### src/rtl/qenc_pkg.sv
package qenc_pkg;
  // What the speed word currently carries
  typedef enum logic {
    SPD_DELTA  = 1'b0,
    SPD_PERIOD = 1'b1
  } spd_kind_e;
endpackage

### src/rtl/qenc_decode.sv
module qenc_decode #(
  parameter int SYNC_STAGES = 2
) (
  input  logic clk,
  input  logic rst_n,
  input  logic a_in,
  input  logic b_in,
  input  logic z_in,
  output logic step_up,
  output logic step_dn,
  output logic z_rise,
  output logic jump
);
  logic [SYNC_STAGES-1:0] a_sh, b_sh, z_sh;
  logic [1:0] prev_ab, cur_ab, chg;
  logic       z_d;
  logic [1:0] arm_cnt;
  logic       armed;

  always_ff @(posedge clk) begin
    if (!rst_n) begin
      a_sh    <= '0;
      b_sh    <= '0;
      z_sh    <= '0;
      prev_ab <= 2'b00;
      z_d     <= 1'b0;
      arm_cnt <= 2'd0;
    end else begin
      a_sh    <= {a_sh[SYNC_STAGES-2:0], a_in};
      b_sh    <= {b_sh[SYNC_STAGES-2:0], b_in};
      z_sh    <= {z_sh[SYNC_STAGES-2:0], z_in};
      prev_ab <= cur_ab;
      z_d     <= z_sh[SYNC_STAGES-1];
      if (arm_cnt != 2'd3) arm_cnt <= arm_cnt + 2'd1;
    end
  end

  always_comb begin
    cur_ab  = {a_sh[SYNC_STAGES-1], b_sh[SYNC_STAGES-1]};
    chg     = cur_ab ^ prev_ab;
    armed   = (arm_cnt == 2'd3);
    // single-bit change: forward when new A differs from old B
    step_up = armed && (chg == 2'b01 || chg == 2'b10) && (cur_ab[1] ^ prev_ab[0]);
    step_dn = armed && (chg == 2'b01 || chg == 2'b10) && !(cur_ab[1] ^ prev_ab[0]);
    jump    = armed && (chg == 2'b11);
    z_rise  = armed && z_sh[SYNC_STAGES-1] && !z_d;
  end
endmodule

### src/rtl/qenc_count.sv
module qenc_count #(
  parameter int POS_W    = 32,
  parameter int ELEC_CNT = 400,
  parameter int ELEC_W   = 9
) (
  input  logic                    clk,
  input  logic                    rst_n,
  input  logic                    step_up,
  input  logic                    step_dn,
  input  logic                    z_rise,
  output logic signed [POS_W-1:0] pos,
  output logic [ELEC_W-1:0]       elec
);
  localparam logic [ELEC_W-1:0] ELEC_TOP = ELEC_W'(ELEC_CNT - 1);

  always_ff @(posedge clk) begin
    if (!rst_n) begin
      pos  <= '0;
      elec <= '0;
    end else begin
      if (step_up)      pos <= pos + 1'b1;
      else if (step_dn) pos <= pos - 1'b1;

      if (z_rise)       elec <= '0;
      else if (step_up) elec <= (elec == ELEC_TOP) ? '0 : elec + 1'b1;
      else if (step_dn) elec <= (elec == '0) ? ELEC_TOP : elec - 1'b1;
    end
  end

  p_up_count_r1: assert property (@(posedge clk) disable iff (!rst_n)
    step_up |=> pos == $past(pos) + 1);
  p_dn_count_r1: assert property (@(posedge clk) disable iff (!rst_n)
    step_dn |=> pos == $past(pos) - 1);
  p_elec_range_r3: assert property (@(posedge clk) disable iff (!rst_n)
    elec <= ELEC_TOP);
  p_wrap_fwd_r4: assert property (@(posedge clk) disable iff (!rst_n)
    (step_up && !z_rise && elec == ELEC_TOP) |=> elec == '0);
  p_wrap_bwd_r4: assert property (@(posedge clk) disable iff (!rst_n)
    (step_dn && !z_rise && elec == '0) |=> elec == ELEC_TOP);
  p_index_zero_r6: assert property (@(posedge clk) disable iff (!rst_n)
    z_rise |=> elec == '0);
endmodule

### src/rtl/qenc_speed.sv
module qenc_speed
  import qenc_pkg::*;
#(
  parameter int POS_W  = 32,
  parameter int TMR_W  = 16,
  parameter int THRESH = 2
) (
  input  logic                    clk,
  input  logic                    rst_n,
  input  logic                    step_up,
  input  logic                    step_dn,
  input  logic signed [POS_W-1:0] pos,
  input  logic                    tick,
  input  logic                    spd_ready,
  output logic signed [POS_W-1:0] spd,
  output spd_kind_e               spd_kind,
  output logic                    spd_valid
);
  localparam logic [TMR_W-1:0] TMR_MAX = {TMR_W{1'b1}};

  logic [TMR_W-1:0]        timer, per;
  logic                    per_ok, per_neg;
  logic signed [POS_W-1:0] pos_last, delta, per_val, slow_spd;
  logic [POS_W-1:0]        mag;
  logic                    fast;

  always_comb begin
    delta    = pos - pos_last;
    mag      = delta[POS_W-1] ? -delta : delta;
    fast     = mag >= POS_W'(THRESH);
    per_val  = $signed({{(POS_W-TMR_W){1'b0}}, per});
    slow_spd = (timer == TMR_MAX || !per_ok) ? '0 : (per_neg ? -per_val : per_val);
  end

  // edge-interval timer
  always_ff @(posedge clk) begin
    if (!rst_n) begin
      timer   <= TMR_MAX;
      per     <= '0;
      per_ok  <= 1'b0;
      per_neg <= 1'b0;
    end else if (step_up || step_dn) begin
      timer   <= '0;
      per     <= (timer == TMR_MAX) ? TMR_MAX : timer + 1'b1;
      per_ok  <= (timer != TMR_MAX);
      per_neg <= step_dn;
    end else if (timer != TMR_MAX) begin
      timer <= timer + 1'b1;
    end
  end

  // sample and output register
  always_ff @(posedge clk) begin
    if (!rst_n) begin
      pos_last  <= '0;
      spd       <= '0;
      spd_kind  <= SPD_DELTA;
      spd_valid <= 1'b0;
    end else if (tick) begin
      pos_last  <= pos;
      spd       <= fast ? delta : slow_spd;
      spd_kind  <= fast ? SPD_DELTA : SPD_PERIOD;
      spd_valid <= 1'b1;
    end else if (spd_valid && spd_ready) begin
      spd_valid <= 1'b0;
    end
  end

  p_hold_r10: assert property (@(posedge clk) disable iff (!rst_n)
    (spd_valid && !spd_ready && !tick) |=> spd_valid && $stable(spd));
  p_tick_valid_r10: assert property (@(posedge clk) disable iff (!rst_n)
    tick |=> spd_valid);
  p_sat_zero_r9: assert property (@(posedge clk) disable iff (!rst_n)
    (tick && !fast && timer == TMR_MAX) |=> spd == '0);
endmodule

### src/rtl/qenc_pos_speed.sv
module qenc_pos_speed
  import qenc_pkg::*;
#(
  parameter int POS_W       = 32,
  parameter int ELEC_CNT    = 400,
  parameter int TMR_W       = 16,
  parameter int THRESH      = 2,
  parameter int SYNC_STAGES = 2,
  localparam int ELEC_W     = $clog2(ELEC_CNT)
) (
  input  logic                    clk,
  input  logic                    rst_n,
  input  logic                    enc_a,
  input  logic                    enc_b,
  input  logic                    enc_z,
  input  logic                    sample_tick,
  output logic signed [POS_W-1:0] pos_count,
  output logic [ELEC_W-1:0]       elec_angle,
  output logic signed [POS_W-1:0] speed,
  output logic                    speed_is_period,
  output logic                    speed_valid,
  input  logic                    speed_ready,
  output logic                    jump_error
);
  logic      step_up, step_dn, z_rise, jump;
  spd_kind_e kind;

  qenc_decode #(.SYNC_STAGES(SYNC_STAGES)) u_dec (
    .clk(clk), .rst_n(rst_n), .a_in(enc_a), .b_in(enc_b), .z_in(enc_z),
    .step_up(step_up), .step_dn(step_dn), .z_rise(z_rise), .jump(jump)
  );

  qenc_count #(.POS_W(POS_W), .ELEC_CNT(ELEC_CNT), .ELEC_W(ELEC_W)) u_cnt (
    .clk(clk), .rst_n(rst_n), .step_up(step_up), .step_dn(step_dn),
    .z_rise(z_rise), .pos(pos_count), .elec(elec_angle)
  );

  qenc_speed #(.POS_W(POS_W), .TMR_W(TMR_W), .THRESH(THRESH)) u_spd (
    .clk(clk), .rst_n(rst_n), .step_up(step_up), .step_dn(step_dn),
    .pos(pos_count), .tick(sample_tick), .spd_ready(speed_ready),
    .spd(speed), .spd_kind(kind), .spd_valid(speed_valid)
  );

  assign speed_is_period = (kind == SPD_PERIOD);

  always_ff @(posedge clk) begin
    if (!rst_n)    jump_error <= 1'b0;
    else if (jump) jump_error <= 1'b1;
  end

  p_err_sticky_r5: assert property (@(posedge clk) disable iff (!rst_n)
    jump_error |=> jump_error);
  p_jump_silent_r5: assert property (@(posedge clk) disable iff (!rst_n)
    jump |=> pos_count == $past(pos_count));
endmodule

### config.mk
export PLATFORM = sky130hd
export DESIGN_NAME = qenc_pos_speed
export DESIGN_NICKNAME = d
export VERILOG_FILES = /design/src/rtl/qenc_pkg.sv /design/src/rtl/qenc_decode.sv /design/src/rtl/qenc_count.sv /design/src/rtl/qenc_speed.sv /design/src/rtl/qenc_pos_speed.sv
export SDC_FILE = /design/constraint.sdc
export NUM_CORES = 1
export LEC_CHECK = 0
export BUFFER_PORTS_ARGS = -buffer_cell sky130_fd_sc_hd__buf_2
export CAP_MARGIN = 10
export CORE_UTILIZATION = 36
export DETAILED_ROUTE_END_ITERATION = 6
export GPL_TIMING_DRIVEN = 0
export PLACE_DENSITY = 0.5
export SYNTH_ARGS = -nofsm -noshare
export SYNTH_HDL_FRONTEND = slang
export SYNTH_SLANG_ARGS = --single-unit
### constraint.sdc
create_clock -name clk -period 5.7 [get_ports clk]
set_input_delay 0.57 -clock clk [delete_from_list [all_inputs] [get_ports clk]]
set_output_delay 0.57 -clock clk [all_outputs]
set_load 0.01 [all_outputs]
# After elaboration in Yosys (flattened, before gate mapping)
# Index checks and enable logic that the tools add are counted.
[totals] inputBits=7 output_inout_bits=76 reg_bits=153
[op_classes] bitwise_logic=3 reduce_logical=18 n_eq_ne=8 n_lt_le_gt_ge=1 mux=16 n_addsub=9
[ops] cell="$mux 32" count=6
[ops] cell="$mux 16" count=3
[ops] cell="$mux 9" count=4
[ops] cell="$add 32x1->32 const B" count=1
[ops] cell="$ge 32x2->1 const B" count=1
[ops] cell="$neg 16->32" count=1
[ops] cell="$neg 32->32" count=1
[ops] cell="$sub 32x1->32 const B" count=1
[ops] cell="$sub 32x32->32" count=1
[ops] cell="$add 16x1->16 const B" count=1
[ops] cell="$eq 16x16->1 const B" count=1
[ops] cell="$ne 16x16->1 const B" count=1
[ops] cell="$add 9x1->9 const B" count=1
[ops] cell="$eq 9x9->1 const B" count=1
[ops] cell="$logic_not 9->1" count=1
[ops] cell="$sub 9x1->9 const B" count=1
[ops] cell="$logic_and 1x1->1" count=7
[ops] cell="$eq 2x2->1 const B" count=3
[ops] cell="$reduce_bool 2->1" count=3
[ops] cell="$logic_not 1->1" count=3
[ops] cell="$logic_or 1x1->1" count=3
[ops] cell="$mux 1" count=3
[ops] cell="$add 2x1->2 const B" count=1
[ops] cell="$eq 2x1->1 const B" count=1
[ops] cell="5 further kinds" count=5

# Logic depth before layout (Yosys ltp)
# Gate-level depths: netlist of run 1.
[depth] depth_word=7 depth_mapped=20 mapped_depth_nobuf=19

# Modules after synthesis
# A second synthesis of run 1 with hierarchy kept.
[unflattened] hier_cells=1473 hier_area_um2=11518.5
[by_module_without_submodules] mod="qenc_speed" instances=1 seq_area_each_um2=2001.9 cells_per_inst=989 area_per_inst_um2=7651.1
[by_module_without_submodules] mod="qenc_count" instances=1 seq_area_each_um2=820.8 cells_per_inst=445 area_per_inst_um2=3435.8
[by_module_without_submodules] mod="qenc_decode" instances=1 seq_area_each_um2=220.2 cells_per_inst=37 area_per_inst_um2=404.1
[by_module_without_submodules] mod="qenc_pos_speed" instances=1 seq_area_each_um2=20.0 cells_per_inst=2 area_per_inst_um2=27.5

# Worst setup path before layout of run 1
# Ideal clock, no wire load.
[synth_path] path_kind="register -> register" from="register u_dec.prev_ab[0]" to="register u_cnt.pos[31]" t_required_ns=5.628 setup_time_ns=0.072 synth_period_minus_slack_ns=4.572 t_arrival_ns=4.500 path_stages_with_launch=21 setup_slack_ns=1.128 cell_sequence="dfxtp_1 -> xor2_1 -> ha_1 -> nand2_1 -> nor2_1 -> inv_1 -> ha_1 -> clkbuf_1 -> a21o_1 -> a21oi_1 -> nor3b_1 -> a21oi_1 -> o2111ai_1 -> nand4b_1 -> a311oi_1 -> nor2b_1 -> o21ai_0 -> nand2b_1 -> a311oi_1 -> mux2i_1 -> mux2i_1"
[synth_between] elab_chain_len=6 elab_cells_between_ends=11
[synth_lines] element="start, declared" line="qenc_decode.sv:15" text="logic [1:0] prev_ab, cur_ab, chg;"
[synth_lines] element="start signal, assigned" line="qenc_decode.sv:32" text="prev_ab <= cur_ab;"
[synth_lines] element="$xor 2x2->2" line="qenc_decode.sv:40" text="chg = cur_ab ^ prev_ab;"
[synth_lines] element="$eq 2x1->1 / $eq 2x2->1 (equally long branches)" line="qenc_decode.sv:43, qenc_decode.sv:44"
[synth_lines] element="$logic_or 1x1->1" line="qenc_decode.sv:43, qenc_decode.sv:44"
[synth_lines] element="$logic_and 1x1->1" line="qenc_decode.sv:43, qenc_decode.sv:44"
[synth_lines] element="$logic_and 1x1->1, on equally long branches" line="qenc_decode.sv:43, qenc_decode.sv:44"
[synth_lines] element="$mux 32 / $reduce_bool 2->1 (equally long branches)"
[synth_lines] element="end signal, assigned" line="qenc_count.sv:21" text="if (step_up) pos <= pos + 1'b1;"
[synth_lines] element="end signal, assigned" line="qenc_count.sv:22" text="else if (step_dn) pos <= pos - 1'b1;"
[synth_lines] element="end, declared" line="qenc_count.sv:11" text="output logic signed [POS_W-1:0] pos,"
# Parallel ways exist; a longest one is shown, timed or not.
# A chain may end at the register's enable or synchronous reset.

# Final worst setup path of run 1
[layout_path] from="register u_cnt.pos[24]" to="register u_spd.spd[15]"
[layout_between] elab_chain_len=5
[layout_lines] element="$sub 32x32->32 (*)" line="qenc_speed.sv:28" text="delta = pos - pos_last;"
[layout_lines] element="$neg 32->32" line="qenc_speed.sv:29" text="mag = delta[POS_W-1] ? -delta : delta;"
[layout_lines] element="$mux 32 (*)" line="qenc_speed.sv:29"
[layout_lines] element="$ge 32x2->1 (*)" line="qenc_speed.sv:30" text="fast = mag >= POS_W'(THRESH);"
[layout_lines] element="$mux 32 (*)" line="qenc_speed.sv:61" text="spd <= fast ? delta : slow_spd;"
[layout_lines] element="end signal, assigned" line="qenc_speed.sv:61"
[layout_lines] element="end, declared" line="qenc_speed.sv:15" text="output logic signed [POS_W-1:0] spd,"
# Mark *: on every way between the ends. The rest lies on a longest branch, timed or not.

==> results of run 1 <==
[area by class of cell]
type                       count  share of cell area
multi-input combinational   1106              0.5967
inverter                      54             0.01622
tap                          396             0.03892
clock buffer                  17             0.03342
buffer                        78             0.02781
timing repair inverter         1           0.0005897
clock inverter                15             0.01219
sequential                   153              0.2408
timing repair buffer          84             0.03342
[registers in the layout, indices dropped and copies added (netlist names)]
signal / cells
u_dec.z_d: 1
u_dec.a_sh: 2
u_spd.per: 16
u_cnt.elec: 9
u_dec.b_sh: 2
u_spd.per_ok: 1
u_dec.z_sh: 2
u_cnt.pos: 32
u_spd.pos_last: 32
u_spd.spd: 32
u_spd.per_neg: 1
u_spd.spd_valid: 1
u_dec.arm_cnt: 2
u_spd.spd_kind: 1
u_spd.timer: 16
jump_error: 1
u_dec.prev_ab: 2
[kinds of logic (layout without fill, tap and decap cells)]
group | Yosys count | count (layout)
buffers and inverters | 132 | 249
adder cells (fa/ha/maj) | 71 | 71
XOR/XNOR | 96 | 96
AND/OR/NAND/NOR | 469 | 469
AO/OA/AOI/OAI | 426 | 426
multiplexers | 44 | 44
flip-flops | 153 | 153
[metal layers]
metal	GRT usage	part of all wire
met5	0	0
met4	0.05862	0.016
met3	0.02728	0.035
met2	0.3427	0.44
met1	0.3113	0.51
[worst max-delay path, stage by stage (launching register included)]
cell and delay (ns):
dfxtp_1 0.49, ha_1 0.28, clkbuf_1 0.24, a21oi_1 0.20, o21ai_0 0.19, a31o_2 0.30
a21o_1 0.17, a211o_1 0.32, a21oi_2 0.17, xor2_1 0.67, clkbuf_1 0.53, nand4_1 0.17
nor2_1 0.14, o22ai_1 0.11, nand4b_4 0.32, clkbuf_1 0.32, nor4_1 0.48, a311oi_1 0.09
[what timing repair did]
item                                   in CTS  in global routing
gates resized for setup                     3                 10
setup endpoints to repair                   2                 30
cloned                                      1                  0
buffers inserted                            2                  0
endpoints found under the hold margin       0                  0
[how the worst max path moves through the flow]
stage	endpoint	depth (start not counted)	slack (ns)
global route	u_spd.spd[14]$_SDFFE_PN0P_	17	0.01
floorplan	u_cnt.pos[31]$_SDFFE_PN0N_	20	1.13
finish	u_spd.spd[15]$_SDFFE_PN0P_	17	0.35
detailed placement	u_cnt.pos[31]$_SDFFE_PN0N_	20	-0.52
CTS	u_cnt.pos[30]$_SDFFE_PN0N_	17	0.05
global placement	u_cnt.pos[31]$_SDFFE_PN0N_	20	-0.58
[cells in the final DEF (no fill, tap or decap), types with 15 or more instances in the layout]
master and n:
a21o_1 28, a21oi_1 94, a311oi_1 35, a31oi_1 23, and2_1 23, and3_1 15
buf_2 86, clkbuf_1 59, clkbuf_16 17, dfxtp_1 151, ha_1 69, inv_1 52
mux2i_1 42, nand2_1 127, nand3_1 41, nand4_1 24, nor2_1 106, nor3_1 24
nor4_1 19, o21ai_0 125, xnor2_1 48, xor2_1 47
[power breakdown]
part	total (W)	internal (W)	switching [W]
Combinational	0.00313	0.00117	0.00196
Clock	0.00114	0.000586	0.000552
Sequential	0.00126	0.00117	0.0000870
Total	0.00553	0.00293	0.00260
[through the flow]
step	hold slack (ns)	total power, W
6_report	0.3326	0.005529
5_1_grt	0.3348	0.005922
4_1_cts	0.3156	0.005525
3_5_place_dp	0.4191	0.004366
3_3_place_gp	0.4193	0.004351
2_1_floorplan	0.4119	0.003638
==> impl_metrics.tcl, run 1 <==
set metrics [dict create \
    yosys.area.top_type "dfxtp_1" \
    grt.total_usage 0.2180 \
    synth_top_family_by_area "compound AO/OA/AOI/OAI gates" \
    hold_path_depth 2 \
    regToRegEndpoint "u_spd.spd[15]$_SDFFE_PN0P_" \
    yosys.area_share.simple 0.2194 \
    r2r_slack_ns 0.35 \
    ir_drop_mv 0.2488 \
    synth_ff_type "dfxtp_1" \
    worstReg2RegStart "u_cnt.pos[24]$_SDFFE_PN0N_" \
    ys_seq_elements 153 \
    setup_slack_ns 0.3494 \
    path_max_fanout 10 \
    min-delay-start "enc_b" \
    period_share 0.9387 \
    vias 10570 \
    synth_cell_types 96 \
    synth-edff-count 0 \
    tns_ns 0 \
    preCtsSetupSlack_ns -0.5202 \
    clock-sinks 153 \
    netlist_top_cells_count "153 x dfxtp_1, 128 x nand2_1, 125 x o21ai_0" \
    finClkSkew_ns 0.01402 \
    start_kind "register" \
    status "finished, violations left" \
    regArea_um2 3065 \
    clkTransAtPathRegs_ns 0.08 \
    die_w_um 178.2 \
    synth_area_um2 11170 \
    synthTopCellsByArea "dfxtp_1 27%, ha_1 7.7%, o21ai_0 5.6%" \
    dp_hpwl_um 26420 \
    critical_path_class "reg -> reg" \
    leakage_nw 5.219 \
    dieArea_um2 31740 \
    core_area_um2 30590 \
    synth_cells 1391 \
    power_density_nw_per_um2 434.3 \
    drc 1 \
    async_flop_share 0 \
    whs_endpoint "u_dec.b_sh[0]$_SDFF_PN0_" \
    crit_required_ns 6.00 \
    ctsHoldBuffers 0 \
    violations "DRC" \
    place_area_um2 12070 \
    synth_top_area_frac 0.2741 \
    antenna_found_initial 0 \
    finalMaxSlewViolations 0 \
    maxCapViolCount 0 \
    multi_input_area_um2 7596 \
    clock_path_buffers 2 \
    viasPerCell 5.550 \
    drt_wl_total_um 34250 \
    synth_most_common_cell "dfxtp_1" \
    drt_iter0_markers 661 \
    gp_congestion 0.8768 \
    rsz0062_at_grt "no" \
    cts_tree "done" \
    avgSynthCellArea_um2 8.033 \
    synth-xor-area-share 0.07592 \
    syn_nets 1469 \
    diodes 0 \
    yosys_warnings 0 \
    rows 64 \
    setup.worst_path.end_class "register" \
    cp.arrival_ns 5.65 \
    design_area_um2 12730 \
    area_growth_pct 13.94 \
    numCtsBuffers 17 \
    die_y_um 178.2 \
    period_minus_slack_ns 5.351 \
    synth_compound_area_frac 0.2602 \
    final_cell_count_no_fill 1904 \
    fin_nets 1573 \
    place_inst 1868 \
    numPortBuffers 81 \
    grt_pass1_wl_um 54130 \
    wl_per_cell_um 17.99 \
    crit_start "u_cnt.pos[24]$_SDFFE_PN0N_" \
    synth_seq_area_share 0.2741 \
    synth_fa_ha_area_frac 0.08085 \
    insertion_delay_ns 0.45 \
    synth_mux_area_frac 0.03964 \
    maxSlewHeadroom 0.4038 \
    grt_overflow 0 \
    fmax_mhz 186.9 \
    nFillCells 3212 \
    hold_viol 0 \
    min_path_type "in -> reg" \
    firstDrtPassIters 7 \
    tightest_slew_ns 0.8943 \
    io_pins 83 \
    grt_max_degree 18 \
    postRouteAntennaNets 0 \
    first_global_vias 9721 \
    drive_above_1_share 0.1267 \
    initial_core_util 0.3653 \
    reg2reg_depth 17 \
    fin_util 0.4162 \
    root_buffer "clkbuf_16" \
    cts_max_level 4 \
    finalSetupViolCount 0 \
]
Power figures use the tool's default switching activity.
==> inputs of run 2 (changes only) <==
Settings changed: SYNTH_HIERARCHICAL set to 1.
==> run 2 against run 1 <==
  * The run now ends clean
  * Clock power is 4% higher
  * Combinational power is 4% lower
  * Sequential share of layout area is 0.71 points lower
  * Hold slack worse by 0.0054 ns
  * Synthesized area is 3.1% higher
  * Fmax is 0.51% lower
  * Clock skew is 0.0025 ns higher
  * Wire length is 2.9% higher
  * Utilization is 0.088 points lower
  * Global-route usage hardly changed
  * Clock-buffer cell count is 1 higher
  * Critical path type unchanged
  * Largest cell class unchanged
  * Largest power group unchanged
==> impl_metrics.tcl, run 2 <==
set metrics [dict create \
    status "finished, final reports clean" \
    grt_overflow 0 \
    yosys.area.top_type "dfxtp_1" \
    vias 11080 \
    dp_hpwl_um 27470 \
    hold_path_depth 2 \
    fin_util 0.4153 \
    netlist_top_cells_count "153 x dfxtp_1, 138 x nand2_1, 121 x o21ai_0" \
    gr-usage-met3 0.03225 \
    dieArea_um2 32720 \
    synth_cell_types 91 \
    synth_area_um2 11520 \
    maxCapViolCount 0 \
    initial_core_util 0.3650 \
    fmax_mhz 185.9 \
    finalMaxSlewViolations 0 \
    antenna_found_initial 1 \
    yosys_warnings 6 \
    gp_congestion 0.8907 \
    area_growth_pct 13.77 \
    worstReg2RegStart "u_cnt/pos[0]$_SDFFE_PN0P_" \
    yosys.area_share.simple 0.2391 \
    clock-sinks 153 \
    hold_viol 0 \
    leakage_nw 5.732 \
    fin_nets 1657 \
    setup.worst_path.end_class "register" \
    postRouteAntennaNets 0 \
    min_path_type "in -> reg" \
    synth-xor-area-share 0.05931 \
    synth_ff_type "dfxtp_1" \
    start_kind "register" \
    numPortBuffers 81 \
    synth_mux_area_frac 0.03921 \
    biggestRegsByFlops "u_cnt/pos: 32 flops, u_spd/pos_last: 32 flops, u_spd/spd: 32 flops" \
    worst_hold_slack_ns 0.3273 \
    diodes 0 \
    whs_endpoint "u_dec/b_sh[0]$_SDFF_PN0_" \
    synth_cells 1473 \
    drt_iter0_markers 828 \
    ys_seq_elements 153 \
    final_cell_count_no_fill 1993 \
    grt_pass1_wl_um 57040 \
    grtUsageMet2 0.3493 \
    cts_tree "done" \
    period_share 0.9435 \
    first_global_vias 10400 \
    synth_fa_ha_area_frac 0.07951 \
    viasPerCell 5.558 \
    synth_top_family_by_area "compound AO/OA/AOI/OAI gates" \
    drt_wl_total_um 35240 \
    wl_per_cell_um 17.68 \
    synth_seq_area_share 0.2659 \
    avgSynthCellArea_um2 7.820 \
    grt_max_degree 20 \
    insertion_delay_ns 0.45 \
    root_buffer "clkbuf_16" \
    crit_required_ns 6.01 \
    die_w_um 180.9 \
    finalPower_w 0.005457 \
    maxSlewHeadroom 0.1140 \
    synth_top_area_frac 0.2659 \
    regToRegEndpoint "u_spd/spd[31]$_SDFFE_PN0P_" \
    finClkSkew_ns 0.01654 \
    syn_nets 1552 \
    io_pins 83 \
    numCtsBuffers 17 \
    power_density_nw_per_um2 416.4 \
    period_minus_slack_ns 5.378 \
    synth_compound_area_frac 0.2646 \
    ir_drop_mv 0.2202 \
    reg2reg_depth 17 \
    finalSetupViolCount 0 \
    cp.arrival_ns 5.69 \
    critical_path_class "reg -> reg" \
    final_cell_mix "153 x dfxtp_1, 138 x nand2_1, 121 x o21ai_0" \
    synth_most_common_cell "dfxtp_1" \
    synthTopCellsByArea "dfxtp_1 27%, ha_1 7.6%, o21ai_0 5.3%" \
    core_area_um2 31560 \
    top_usage_layer "met2" \
    clock_path_buffers 2 \
    tns_ns 0 \
    min-delay-start "enc_b" \
    drc 0 \
    final_common_cell "dfxtp_1" \
    grt_use_met1 0.3029 \
    ctsHoldBuffers 0 \
    async_flop_share 0 \
    drive_above_1_share 0.1270 \
    path_max_fanout 10 \
    synth-edff-count 0 \
    r2r_slack_ns 0.32 \
    die_y_um 180.9 \
    place_inst 1957 \
    rsz0062_at_grt "no" \
    clkTransAtPathRegs_ns 0.07 \
    rows 65 \
    grt.total_usage 0.2184 \
    firstDrtPassIters 7 \
    tightest_slew_ns 1.320 \
    cts_max_level 4 \
]
==> run 2: worst max-delay path by stage <==
stage,startpoint,end,cells after the start,slack (ns)
2_1_floorplan,u_cnt/pos[0]$_SDFFE_PN0P_,u_spd/spd[31]$_SDFFE_PN0P_,19,1.00
3_3_place_gp,u_cnt/pos[0]$_SDFFE_PN0P_,u_spd/spd[9]$_SDFFE_PN0P_,18,0.23
3_5_place_dp,u_cnt/pos[0]$_SDFFE_PN0P_,u_spd/spd[19]$_SDFFE_PN0P_,18,0.22
4_1_cts,u_cnt/pos[0]$_SDFFE_PN0P_,u_spd/spd[24]$_SDFFE_PN0P_,18,0.17
5_1_grt,u_cnt/pos[0]$_SDFFE_PN0P_,u_spd/spd[22]$_SDFFE_PN0P_,19,0.02
6_report,u_cnt/pos[0]$_SDFFE_PN0P_,u_spd/spd[31]$_SDFFE_PN0P_,17,0.32
==> run 2: cells by family (layout without fill, tap and decap cells) <==
group	Yosys count	in the layout
AND/OR/NAND/NOR	531	531
XOR/XNOR	78	78
AO/OA/AOI/OAI	459	459
multiplexers	45	45
flip-flops	153	153
buffers and inverters	135	253
adder cells (fa/ha/maj)	72	72
==> run 2: cell type report <==
cell class | count | area, um2
Clock inverter | 14 | 182.7
Buffer | 80 | 396.6
Tap cell | 402 | 503.0
Fill cell | 3311 | 18450
Timing Repair Buffer | 86 | 462.9
Sequential cell | 153 | 3063
Multi-Input combinational cell | 1185 | 7861
Clock buffer | 18 | 429.2
Inverter | 55 | 206.4
==> run 2: timing repair <==
| action | in CTS | in global routing |
|---|---|---|
| resized for setup | 0 | 3 |
| setup buffers | 0 | 4 |
| setup endpoints to repair | 0 | 33 |
==> run 2: metrics by stage <==
stage | area, um2 | worst slack [ns]
3_3_place_gp | 12430 | 0.2267
3_5_place_dp | 12450 | 0.2222
5_1_grt | 13110 | 0.02197
4_1_cts | 13070 | 0.1710
6_report | 13110 | 0.3221
2_1_floorplan | 11520 | 1.005
==> run 2: power by group <==
part / total [W] / internal (W) / switching, W
clock: 0.00119 / 0.000664 / 0.000524
sequential: 0.00125 / 0.00117 / 0.0000832
combinational: 0.00301 / 0.00119 / 0.00182
total: 0.00546 / 0.00303 / 0.00243
==> run 2: worst max-delay path: stages, from the launching register on <==
cell and delay (ns):
dfxtp_1 0.49, inv_1 0.08, ha_1 0.23, fa_1 0.45
nand2b_1 0.22, a21boi_2 0.27, o211ai_1 0.28, a311oi_1 1.17
nor3_2 0.20, buf_4 0.22, a311oi_1 0.27, a311oi_1 0.08
nor4_1 0.38, and4_1 0.30, buf_6 0.16, buf_6 0.15
mux2i_1 0.19, a21oi_1 0.09
==> run 2: metal layers <==
layer / wire (um) / vias to the layer above
li1: - / 5579
met1: 17630 / 5171
met2: 15640 / 273
met3: 1309 / 54
met4: 666 / 0
met5: 0 / -
==> inputs of run 3 (changes only) <==
Settings changed: CORE_UTILIZATION 36 to 30, PLACE_DENSITY 0.5 to 0.43.
==> run 3 against run 2 <==
  * Die area is 20% higher
  * Clock-buffer cell count stayed put
  * Worst setup slack worse by 0.12 ns
  * Combinational power is 1% higher
  * Clock skew is 0.0014 ns lower
  * Wire length is 7.0% higher
  * Hold slack hardly changed
  * Register-to-register slack worse by 0.12 ns
  * Sequential share of layout area is 0.20 points lower
  * Clock power is 5% lower
  * Critical path type unchanged
==> impl_metrics.tcl, run 3 (synthesis gave the netlist of run 2 again) <==
set metrics [dict create \
    die_w_um 197.9 \
    worstReg2RegStart "u_cnt/pos[0]$_SDFFE_PN0P_" \
    grt_max_degree 23 \
    place_inst 2066 \
    grt.total_usage 0.1954 \
    wl_per_cell_um 17.92 \
    finClkSkew_ns 0.01514 \
    leakage_nw 5.722 \
    cp_num_buf_inv 4 \
    drt_wl_total_um 37700 \
    vias 11130 \
    preCtsSetupSlack_ns 0.08866 \
    finalSetupViolCount 0 \
    insertion_delay_ns 0.45 \
    diodes 0 \
    final_cell_mix "153 x dfxtp_1, 138 x nand2_1, 121 x o21ai_0" \
    final_cell_count_no_fill 2104 \
    crit_required_ns 6.07 \
    core_area_um2 37760 \
    clock-sinks 153 \
    numPortBuffers 81 \
    final_common_cell "dfxtp_1" \
    drc 0 \
    status "finished, final reports clean" \
    ir_drop_mv 0.2275 \
    cp_cell_sequence "inv_1 -> ha_1 -> fa_1 -> nand2b_1 -> a21oi_1 -> xor2_1 -> nor3_2 -> nand4_1 -> or4b_4 -> buf_6 -> or2_4 -> or4_1 -> a221o_1 -> nor4_1 -> and4_1 -> buf_6 -> buf_6 -> nand3_4 -> a31oi_1" \
    dp_hpwl_um 29310 \
    tns_ns 0 \
    maxSlewHeadroom 0.1236 \
    firstDrtPassIters 5 \
    area_growth_pct 14.77 \
    biggestRegsByFlops "u_cnt/pos: 32 flops, u_spd/pos_last: 32 flops, u_spd/spd: 32 flops" \
    viasPerCell 5.288 \
    min_path_type "in -> reg" \
    io_pins 83 \
    initial_core_util 0.3051 \
    drt_iter0_markers 578 \
    root_buffer "clkbuf_16" \
    min-delay-start "enc_b" \
    cp_slowest_cell "or4b_4" \
    start_kind "register" \
    critical_path_class "reg -> reg" \
    cts_max_level 4 \
    grt_overflow 0 \
    finalMaxSlewViolations 0 \
    power_density_nw_per_um2 410.9 \
    period_share 0.9648 \
    cts_tree "done" \
    drive_above_1_share 0.1281 \
    grt_pass1_wl_um 59520 \
    die_y_um 197.9 \
    finalPower_w 0.005433 \
    maxCapViolCount 0 \
    clkTransAtPathRegs_ns 0.07 \
    numCtsBuffers 17 \
    gp_congestion 0.8617 \
    rows 71 \
    crit_start "u_cnt/pos[0]$_SDFFE_PN0P_" \
    hold_viol 0 \
    first_global_vias 10760 \
    tightest_slew_ns 1.306 \
    path_max_fanout 10 \
    antenna_found_initial 0 \
    setup.worst_path.end_class "register" \
    fmax_mhz 181.8 \
    cp_slowest_stage_delay_ns 0.57 \
    cp.arrival_ns 5.87 \
    worst_hold_slack_ns 0.3272 \
    setup_slack_ns 0.2004 \
    period_minus_slack_ns 5.500 \
    cp_top_family "simple AND/OR/NAND/NOR gates" \
    dieArea_um2 39180 \
    crit_top_cell "buf_6" \
    postRouteAntennaNets 0 \
    fin_nets 1659 \
    clock_path_buffers 2 \
]
## run 3: timing repair
action,in CTS,in global routing
setup buffers,0,6
endpoints found under the setup margin,0,33
gates resized for setup,0,4
hold buffers,0,0
## run 3: per-stage QoR
step | util | instance area, um2
6_report | 0.3502 | 13220
5_1_grt | 0.3502 | 13220
4_1_cts | 0.3485 | 13160
3_5_place_dp | 0.3335 | 12590
3_3_place_gp | 0.3328 | 12560
2_1_floorplan | - | 11520
## run 3: report_power, final
group / internal, W / total [W] / switching (W)
logic: 0.00120 / 0.00305 / 0.00184
clock network: 0.000611 / 0.00113 / 0.000516
registers: 0.00117 / 0.00126 / 0.0000868
## run 3: area by class of cell
cell class              instances  area [um2]
multi-input cells            1185        7869
clock inverters                14       138.9
inverters                      55       206.4
flip-flops and latches        153        3063
clock buffers                  18       429.2
plain buffers                  80       396.6
repair buffers                 88       478.0
fillers                      4063       24530
well taps                     511       639.4
## run 3: routing by layer
| layer | share of wire | GRT usage | routed length, um | up-vias |
|---|---|---|---|---|
| met2 | 0.46 | 0.3187 | 17190 | 237 |
| li1 | - | - | - | 5581 |
| met1 | 0.50 | 0.2698 | 18870 | 5290 |
| met5 | 0 | 0 | 0 | - |
| met4 | 0.0092 | 0.04680 | 347 | 0 |
| met3 | 0.034 | 0.02742 | 1291 | 17 |
## run 3: worst paths after layout
check,to,slack [ns],cells after the start
worst max-delay path,u_spd/spd[30]$_SDFFE_PN0P_,0.20,19
worst min-delay path,u_dec/b_sh[0]$_SDFF_PN0_,0.33,2
worst max register to register,u_spd/spd[30]$_SDFFE_PN0P_,0.20,19
worst min register to register,u_dec/a_sh[1]$_SDFF_PN0_,0.43,1
